--- config.mk ---
export PLATFORM = sky130hd
export DESIGN_NAME = stream_mem_writer
export DESIGN_NICKNAME = d
export VERILOG_FILES = /design/src/rtl/stream_mem_writer.sv
export SDC_FILE = /design/constraint.sdc
export NUM_CORES = 1
export LEC_CHECK = 0
export CAP_MARGIN = 10
export CORE_ASPECT_RATIO = 0.75
export CORE_MARGIN = 8
export CORE_UTILIZATION = 53
export DETAILED_ROUTE_END_ITERATION = 10
export DONT_BUFFER_PORTS = 1
export GPL_TIMING_DRIVEN = 0
export PLACE_DENSITY = 0.69
export SYNTH_ARGS = -nofsm -noshare
export SYNTH_HDL_FRONTEND = slang
export SYNTH_SLANG_ARGS = --single-unit
--- constraint.sdc ---
create_clock -name clk -period 5.44 [get_ports clk]
set_clock_uncertainty 0.2 [all_clocks]
set_input_delay 0.544 -clock clk [delete_from_list [all_inputs] [get_ports clk]]
set_output_delay 0.544 -clock clk [all_outputs]
set_load 0.01 [all_outputs]
--- src/rtl/stream_mem_writer.sv ---
module stream_mem_writer #(
  parameter int DW        = 32,
  parameter int AW        = 32,
  parameter int BASE      = 8,
  parameter int DEPTH     = 32,
  parameter int WR_THRESH = 32,
  localparam int PW = (DEPTH > 1) ? $clog2(DEPTH) : 1,
  localparam int LW = $clog2(DEPTH + 1)
) (
  input  logic          clk,
  input  logic          rst_n,
  input  logic          sink_valid,
  output logic          sink_ready,
  input  logic [DW-1:0] sink_data,
  output logic          cmd_valid,
  input  logic          cmd_ready,
  output logic          cmd_we,
  output logic [AW-1:0] cmd_addr,
  output logic          wdata_valid,
  input  logic          wdata_ready,
  output logic [DW-1:0] wdata_data,
  input  logic          rd_release,
  output logic          wr_strobe,
  output logic [LW-1:0] fill_level
);

  logic [PW-1:0] ptr_q;
  logic [LW-1:0] level_q;
  logic          writable, accept, release_ok;

  assign writable   = level_q < LW'(WR_THRESH);
  assign sink_ready = writable & cmd_ready & wdata_ready;
  assign accept     = sink_valid & sink_ready;
  assign release_ok = rd_release & (level_q != '0);

  assign cmd_valid   = sink_valid & writable & wdata_ready;
  assign wdata_valid = sink_valid & writable & cmd_ready;
  assign cmd_we      = 1'b1;
  assign cmd_addr    = AW'(BASE) + AW'(ptr_q);
  assign wdata_data  = sink_data;
  assign fill_level  = level_q;

  always_ff @(posedge clk) begin
    if (!rst_n) begin
      ptr_q     <= '0;
      level_q   <= '0;
      wr_strobe <= 1'b0;
    end else begin
      wr_strobe <= accept;
      if (accept)
        ptr_q <= (ptr_q == PW'(DEPTH - 1)) ? '0 : ptr_q + 1'b1;
      if (accept && !release_ok)
        level_q <= level_q + 1'b1;
      else if (!accept && release_ok)
        level_q <= level_q - 1'b1;
    end
  end

endmodule


==> results.toml, run 1 <==
[critical_path]
critPathKind = "flop to flop"
r2r-start = "fill_level[0]$_SDFFE_PN0P_"
crit_arrival_ns = 3.20
endpoint_kind = "flop"
crit_end = "fill_level[5]$_SDFFE_PN0P_"
path_common_cell = "ha_1"
slowest_delay_ns = 0.69
r2r_slack_ns = 2.23
slowest_stage = "or4_2"
crit_path_start = "fill_level[0]$_SDFFE_PN0P_"
ff2ff_path_depth = 9
r2r_end = "fill_level[5]$_SDFFE_PN0P_"
required_ns = 5.43
crit_path_max_fanout = 6
cp-start-kind = "flop"
crit_path_cell_trace = "or4_2, o31ai_1, ha_1, inv_1, ha_1, a211oi_1, o31a_1, nor3_1, a311oi_1"

[sta]
clock.fmax_mhz = 312
final.min_clock_period_ns = 3.21
fin_setup_tns_ns = 0
rsz0062_at_grt = "false"
slew_violations = 0
finalHoldViolCount = 0
fin_crit_sh_pct = 58.9
setup_viol = 0

[global_routing]
grt_overflow = 0
groute.usage.overall_pct = 14.0
grt_start_max_net_pins = 11
antenna_found_initial = 0
grt_pass1_wl_um = 4770
grt_pass1_vias = 987

[finish]
diodes = 0
layout.nets = 228
multi_input_area_um2 = 583
drive_above_1_share_pct = 40.6
utilization_pct = 61.8
area_growth_pct = 13.1
seq_area_um2 = 240
final.fill_count = 214

[die]
chipHeight_um = 57.7
ioPinCount = 113
core_area_um2 = 2250
start_util_pct = 54.6
die-area_um2 = 4130
die_width_um = 71.6
num_rows = 15

[clocking]
cts_resized = 0
clock_latency_ns = 0.28
clock-sinks = 12
post-cts-setup-buffers = 0
cts_root_buffer = "clkbuf_4"
cts_tree = "done"
path_clk_slew_ns = 0.08
cts-hold-fix-buffers = 0
clk_path_buf_depth = 2
numCtsBuffers = 3
htree_levels = 1

[synthesis]
synth-simple-area-share_pct = 16.6
synthAdderAreaFrac_pct = 9.77
synth_compound_area_share_pct = 9.87
synth.area.top_cells = "buf_4, dfxtp_1, ha_1"
synth_warnings = 0
synthMuxAreaShare_pct = 0.814
synth-edff-count = 0
synth_area_um2 = 1230
synthXorXnorAreaFrac_pct = 2.14
synth.avg_cell_area_um2 = 8.15
synthFlopType = "dfxtp_1"
synth_top_family_by_area = "buffers and inverters"
yosysTopAreaCell = "buf_4"
ys_types = 34
ys_seq_area_share_pct = 19.5
syn_inst = 151
async_flop_share_pct = 0
ys_ff_latch = 12
yosysTopAreaCellShare_pct = 37.8

[placed_design]
io_buffer_count = 0
finalWeightedCongestion = 0.822
dp_hpwl_um = 2560

[routing]
drc = 0
drt_iter0_drc = 46
wl_met2_um = 1540
drtPass1Iterations = 4
wl_per_cell_um = 14.3
top_layer = "met4"
vias = 972
viasPerCell = 4.74
ant_nets = 0
m1WireLength_um = 908
routed_wirelength_um = 2940
wl_met3_um = 477

[power]
irDropWorstVdd_uv = 283
pwr_density_cell_nw_per_um2 = 332
combPwrFrac_pct = 51.5
internal-power_w = 0.000261
seqPwrFrac_pct = 32.6
swShare_pct = 43.6
finalPower_w = 0.000462
switching_power_w = 0.000202
p_clk_share_pct = 15.9
power.leakage_nw = 0.760

[worst_hold_path]
hp-class = "input port to flop"
min_from = "rst_n"

[run_status]
outcome = "completed"

[run]
drv_cap = 0
==> cell type report <==
class	instances	area share, %
tap	25	2.25
buffer	64	34.6
multi-input combinational	95	41.9
clock buffer	4	2.61
sequential	12	17.3
inverter	5	1.35
==> cells in the final DEF (no fill, tap or decap), types with 2 or more instances in the layout <==
cell and instances:
buf_4 62, conb_1 27, dfxtp_1 12, nor2_1 10, nand2_1 8, a21oi_1 8
ha_1 8, nand3_1 6, inv_1 4, xor2_1 3, clkbuf_4 3, and3b_2 2
o21ai_0 2, nor3_1 2, o211ai_1 2
==> Yosys cell counts, types with 2 or more instances <==
library cell  count
buf_4            62
dfxtp_1          12
nor2_1           10
a21oi_1           8
ha_1              8
nand2_1           8
nand3_1           6
inv_1             4
xor2_1            3
and3b_2           2
conb_1            2
nor3_1            2
o211ai_1          2
o21ai_0           2
==> through the flow <==
step | worst slack [ns] | hold slack [ns] | cell area (µm²) | instances
6_report | 2.23 | 0.214 | 1390 | 205
5_1_grt | 2.00 | 0.220 | 1390 | 205
4_1_cts | 2.29 | 0.212 | 1390 | 205
3_5_place_dp | 2.31 | 0.282 | 1360 | 201
3_3_place_gp | 2.36 | 0.276 | 1360 | 201
2_1_floorplan | 2.58 | 0.257 | 1320 | 176
==> cells by family (layout without fill, tap and decap cells) <==
group,after synthesis,in the layout
other cells,2,27
xor+xnor,3,3
buf+inv,69,73
flops,12,12
simple gates,36,36
mux,1,1
compound gates,19,19
fa+ha+maj,9,9
==> state kept, by name (all words and copies together) (netlist names) <==
| register | flops |
|---|---|
| ptr_q | 5 |
| wr_strobe | 1 |
| fill_level | 6 |
==> power groups by stage <==
stage          Sequential, W  Combinational, W   Clock, W
5_1_grt             0.000156          0.000270  0.0000791
4_1_cts             0.000152          0.000236  0.0000754
3_5_place_dp        0.000154          0.000234          0
6_report            0.000151          0.000238  0.0000736
2_1_floorplan       0.000143          0.000201          0
3_3_place_gp        0.000153          0.000226          0
==> worst max-delay path: cells and delay by family, from the launching register on <==
family / cells / cell delay [ns]
buffers and inverters: 1 / 0.15
and+or+nand+nor: 2 / 0.75
adders and majority gates: 2 / 0.54
AOI/OAI and AO/OA: 4 / 1.06
DFF: 1 / 0.41
==> worst min-delay path by stage <==
stage	slack (ns)	cells after the start	end
3_5_place_dp	0.28	2	ptr_q[4]$_SDFFE_PN0P_
4_1_cts	0.21	2	fill_level[4]$_SDFFE_PN0P_
2_1_floorplan	0.26	2	ptr_q[4]$_SDFFE_PN0P_
5_1_grt	0.22	2	fill_level[5]$_SDFFE_PN0P_
6_report	0.21	2	fill_level[4]$_SDFFE_PN0P_
3_3_place_gp	0.28	2	ptr_q[4]$_SDFFE_PN0P_
==> per-layer routing <==
metal  vias to the layer above  global-route usage (%)
met5                         -                       0
met4                         0                    1.74
met3                         3                    11.0
met2                        61                    25.0
met1                       428                    12.5
li1                        480                       -
Note: power is estimated with default switching activity, not from simulation.
==> run 2: changes to the inputs <==
--- a/config.mk
+++ b/config.mk
@@ -12,7 +12,7 @@
 export DETAILED_ROUTE_END_ITERATION = 10
 export DONT_BUFFER_PORTS = 1
 export GPL_TIMING_DRIVEN = 0
-export PLACE_DENSITY = 0.69
+export PLACE_DENSITY = 0.72
 export SYNTH_ARGS = -nofsm -noshare
 export SYNTH_HDL_FRONTEND = slang
 export SYNTH_SLANG_ARGS = --single-unit
==> constraint.sdc (replaced) <==
create_clock -name clk -period 2.6 [get_ports clk]
set_clock_uncertainty 0.2 [all_clocks]
set_input_delay 0.26 -clock clk [delete_from_list [all_inputs] [get_ports clk]]
set_output_delay 0.26 -clock clk [all_outputs]
set_load 0.01 [all_outputs]
==> run 2 against run 1 <==
Effect of this change:
- the flow now finishes with violations (negative setup slack)
- critical endpoint unchanged
- critical path type unchanged
- global-route usage increased by 1.8 points
- highest routed layer unchanged
- combinational power increased to 2.7 times the previous value
- largest cell class unchanged
- clock-buffer cell count stayed put
- non-clock buffer count is 3 higher
- register-to-register slack worse by 2.3 ns
- largest power group unchanged
==> results.toml, run 2 (synthesis results as in run 1) <==
[power]
swShare_pct = 43.8
irDropWorstVdd_uv = 407
switching_power_w = 0.000481
pwr_density_cell_nw_per_um2 = 733
p_clk_share_pct = 11.1
power.leakage_nw = 0.777
internal-power_w = 0.000618
seqPwrFrac_pct = 31.1
combPwrFrac_pct = 57.7

[routing]
top_layer = "met4"
m1WireLength_um = 1180
wl_met3_um = 617
routed_wirelength_um = 3430
vias = 1037
drc = 0
drtPass1Iterations = 5
drt_iter0_drc = 42
wl_per_cell_um = 16.5
wl_met2_um = 1560
viasPerCell = 4.99
ant_nets = 0

[finish]
diodes = 0
final_cell_mix = "buf_4, conb_1, nor2_1, dfxtp_1"
largest_reg_flops = 6
layout.nets = 231
drive_above_1_share_pct = 45.9
area_growth_pct = 22.0
final_area_um2 = 1500
mostFrequentLayoutCell = "buf_4"

[sta]
final.min_clock_period_ns = 2.67
fin_crit_sh_pct = 103
setup_viol = 1
clock.fmax_mhz = 374
slew_violations = 0
setup_ws_ns = -0.0747
finalHoldViolCount = 0
rsz0062_at_grt = "true"
holdWs_ns = 0.00270

[clocking]
cts_tree = "done"
path_clk_slew_ns = 0.07
cts_root_buffer = "clkbuf_4"
numCtsBuffers = 3
clk_path_buf_depth = 2
clock-sinks = 12
clock_latency_ns = 0.27
htree_levels = 1

[placed_design]
dp_slack_ns = -0.181
place_area_um2 = 1420
finalWeightedCongestion = 0.851
dp_hpwl_um = 2880
io_buffer_count = 0

[die]
chipHeight_um = 57.7
start_util_pct = 54.6
die-area_um2 = 4130
core_area_um2 = 2250
die_width_um = 71.6
ioPinCount = 113
num_rows = 15

[global_routing]
grt_start_max_net_pins = 11
grt_pass1_wl_um = 5290
groute.usage.overall_pct = 15.8
antenna_found_initial = 0
grt_pass1_vias = 1090
grt_overflow = 0

[critical_path]
path_common_cell = "ha_4"
cpLargestDelayFamily = "compound AO/OA/AOI/OAI gates"
crit_path_cell_trace = "or4_4, o31ai_4, ha_4, inv_6, ha_4, a211oi_2, o31a_1, buf_4, a311oi_1"
crit_arrival_ns = 2.67
crit_path_max_fanout = 6
cp-start-kind = "flop"
critPathBufInv = 2
slowest_delay_ns = 0.55
endpoint_kind = "flop"
critPathKind = "flop to flop"
required_ns = 2.59
slowest_stage = "or4_4"

[run_status]
outcome = "complete, but fails checks"
violations = "negative setup slack"

[run]
drv_cap = 0

[worst_hold_path]
hp-class = "input port to flop"
run 2: worst paths after layout:
kind	depth (start not counted)	to	slack [ns]	start
max	9	fill_level[5]$_SDFFE_PN0P_	-0.07	fill_level[0]$_SDFFE_PN0P_
min reg2reg	2	ptr_q[4]$_SDFFE_PN0P_	0.30	ptr_q[4]$_SDFFE_PN0P_
min	2	fill_level[3]$_SDFFE_PN0P_	0.003	rst_n
max reg2reg	9	fill_level[5]$_SDFFE_PN0P_	-0.07	fill_level[0]$_SDFFE_PN0P_
run 2: area by class of cell:
type | count | area (µm²)
Clock buffer | 4 | 26.3
Sequential cell | 12 | 245
Multi-Input combinational cell | 95 | 667
Timing Repair Buffer | 3 | 25.0
Fill cell | 200 | 752
Tap cell | 25 | 31.3
Buffer | 64 | 482
Inverter | 5 | 23.8
run 2: stage by stage:
step	util [%]	std cells	total power [W]	setup TNS, ns
after detailed placement	62.8	201	0.000899	-0.263
after floorplan	-	176	0.000792	0
final	66.6	208	0.00110	-0.0747
after global routing	66.6	208	0.00118	-0.239
after global placement	62.8	201	0.000875	-0.204
after CTS	66.6	208	0.00109	-0.0774
run 2: metal layers:
metal / GRT usage (%) / up-vias
met3: 10.5 / 7
met5: 0 / -
met2: 25.8 / 98
met1: 15.0 / 447
li1: - / 485
met4: 8.12 / 0
run 2: what timing repair did:
action | CTS | global route
resized for setup | 4 | 0
hold endpoints to repair | 9 | 0
setup endpoints to repair | 2 | 3
buffers inserted | 2 | 0
pin swaps | 4 | 0
hold buffers | 1 | 0
run 2: power by group through the flow:
stage	combinational (W)	sequential [W]	clock, W
2_1_floorplan	0.000473	0.000319	0
3_3_place_gp	0.000536	0.000339	0
3_5_place_dp	0.000559	0.000340	0
4_1_cts	0.000619	0.000343	0.000126
5_1_grt	0.000700	0.000350	0.000134
6_report	0.000635	0.000342	0.000122
==> run 3: changes to the inputs <==
--- a/config.mk
+++ b/config.mk
@@ -6,13 +6,16 @@
 export NUM_CORES = 1
 export LEC_CHECK = 0
 export CAP_MARGIN = 10
+export CELL_PAD_IN_SITES_DETAIL_PLACEMENT = 1
+export CELL_PAD_IN_SITES_GLOBAL_PLACEMENT = 2
 export CORE_ASPECT_RATIO = 0.75
 export CORE_MARGIN = 8
-export CORE_UTILIZATION = 53
+export CORE_UTILIZATION = 27
 export DETAILED_ROUTE_END_ITERATION = 10
 export DONT_BUFFER_PORTS = 1
 export GPL_TIMING_DRIVEN = 0
-export PLACE_DENSITY = 0.72
+export PLACE_DENSITY = 0.75
 export SYNTH_ARGS = -nofsm -noshare
 export SYNTH_HDL_FRONTEND = slang
 export SYNTH_SLANG_ARGS = --single-unit
+export TNS_END_PERCENT = 20
==> run 3 against run 2 <==
Effect of this change:
- die area up 69%
- the run still ends with negative setup slack left
- power increased by 12%
- register-to-register slack worse by 0.07 ns
==> results.toml, run 3 (synthesis results as in run 1) <==
[run_status]
outcome = "complete, but fails checks"
violations = "negative setup slack"

[finish]
mostFrequentLayoutCell = "buf_4"
drive_above_1_share_pct = 50.8
final_area_um2 = 1600
area_growth_pct = 30.3
largest_reg_flops = 6
instances_no_fill = 242
final_cell_mix = "buf_4, conb_1, nor2_1, dfxtp_1, a21oi_1"
diodes = 0
final.fill_count = 546
layout.nets = 233

[power]
swShare_pct = 42.3
combPwrFrac_pct = 54.1
power.leakage_nw = 0.804
finalPower_w = 0.00123
internal-power_w = 0.000709
p_clk_share_pct = 16.7
irDropWorstVdd_uv = 225
seqPwrFrac_pct = 29.2
switching_power_w = 0.000520
pwr_density_cell_nw_per_um2 = 767

[placed_design]
place_area_um2 = 1460
finalWeightedCongestion = 0.708
io_buffer_count = 0
dp_cells = 233
dp_hpwl_um = 3010
dp_slack_ns = -0.250

[die]
die-area_um2 = 6990
start_util_pct = 27.9
core_area_um2 = 4410
num_rows = 21
ioPinCount = 113
chipHeight_um = 74.5
die_width_um = 93.9

[sta]
setup_viol = 2
clock.fmax_mhz = 364
fin_setup_tns_ns = -0.212
finalHoldViolCount = 0
final.min_clock_period_ns = 2.75
slew_violations = 0
setup_ws_ns = -0.148
fin_crit_sh_pct = 106
rsz0062_at_grt = "true"

[critical_path]
cp-start-kind = "flop"
required_ns = 2.54
crit_arrival_ns = 2.69
crit_path_max_fanout = 5
critPathKind = "flop to flop"
endpoint_kind = "flop"

[routing]
ant_nets = 0
wl_per_cell_um = 15.2
drc = 0
drt_iter0_drc = 11
viasPerCell = 4.24
vias = 1026
drtPass1Iterations = 2
routed_wirelength_um = 3670

[clocking]
clock_latency_ns = 0.24
cts_root_buffer = "clkbuf_8"
clk_path_buf_depth = 2
numCtsBuffers = 3
clock-sinks = 12
path_clk_slew_ns = 0.06
cts_tree = "done"
htree_levels = 1

[run]
drv_cap = 0

[worst_hold_path]
hp-class = "input port to flop"

[global_routing]
grt_start_max_net_pins = 11
grt_pass1_vias = 1159
antenna_found_initial = 0
groute.usage.overall_pct = 9.33
grt_pass1_wl_um = 5270
grt_overflow = 0
-- run 3: changes by cell type in the layout (fill, tap and decap cells not counted), moves of 2 or more --
cell and delta:
clkbuf_8 +4, clkbuf_4 -3, buf_6 +2, dfxtp_1 -2, dfxtp_4 +2, nand2_1 -2, nand2_2 +2
-- run 3: per-stage QoR --
stage	util (%)	hold WS, ns
2_1_floorplan	-	0.210
3_3_place_gp	33.0	0.215
3_5_place_dp	33.0	0.235
4_1_cts	35.9	0.0109
5_1_grt	36.3	0.0298
6_report	36.3	0.0205
-- run 3: cell type report --
| cell class | instances | area [µm²] | area share [%] |
|---|---|---|---|
| clock buffer | 4 | 55.1 | 3.43 |
| tap | 57 | 71.3 | 4.45 |
| multi-input combinational | 95 | 673 | 42.0 |
| sequential | 12 | 253 | 15.8 |
| inverter | 5 | 21.3 | 1.33 |
| buffer | 64 | 482 | 30.1 |
| timing repair buffer | 5 | 47.5 | 2.97 |
-- run 3: per-layer routing --
layer,routed length (µm),GRT usage [%],part of all wire [%],vias to the layer above
li1,-,-,-,489
met1,1250,8.20,34,487
met2,2050,19.0,56,48
met3,358,4.03,9.8,2
met4,13,2.28,0.35,0
met5,0,0,0,-
-- run 3: power by group through the flow --
stage / combinational (W) / clock (W) / sequential (W)
floorplan: 0.000473 / 0 / 0.000319
global placement: 0.000544 / 0 / 0.000345
detailed placement: 0.000573 / 0 / 0.000349
CTS: 0.000626 / 0.000212 / 0.000359
global route: 0.000738 / 0.000219 / 0.000369
finish: 0.000665 / 0.000205 / 0.000359
-- run 3: critical path: stages, from the launching register on --
cell and delay [ns]:
dfxtp_4 0.37, or4_4 0.56, o31ai_4 0.20, ha_2 0.25, inv_4 0.07, buf_6 0.13, ha_4 0.29, nand2_2 0.04
o31a_1 0.34, a311oi_1 0.21
-- run 3: timing repair --
action | in CTS | in global routing
pin swaps | 6 | 2
hold endpoints to repair | 3 | 0
gates resized for setup | 9 | 5
setup buffers | 4 | 0
endpoints found under the setup margin | 3 | 4
hold buffers | 1 | 0
-- run 3: final timing paths --
kind / from / slack (ns) / cells after the start / end
worst max-delay path: fill_level[2]$_SDFFE_PN0P_ / -0.15 / 9 / fill_level[5]$_SDFFE_PN0P_
worst min-delay path: rst_n / 0.02 / 2 / fill_level[4]$_SDFFE_PN0P_
worst max register to register: fill_level[2]$_SDFFE_PN0P_ / -0.15 / 9 / fill_level[5]$_SDFFE_PN0P_
worst min register to register: ptr_q[4]$_SDFFE_PN0P_ / 0.29 / 2 / ptr_q[4]$_SDFFE_PN0P_
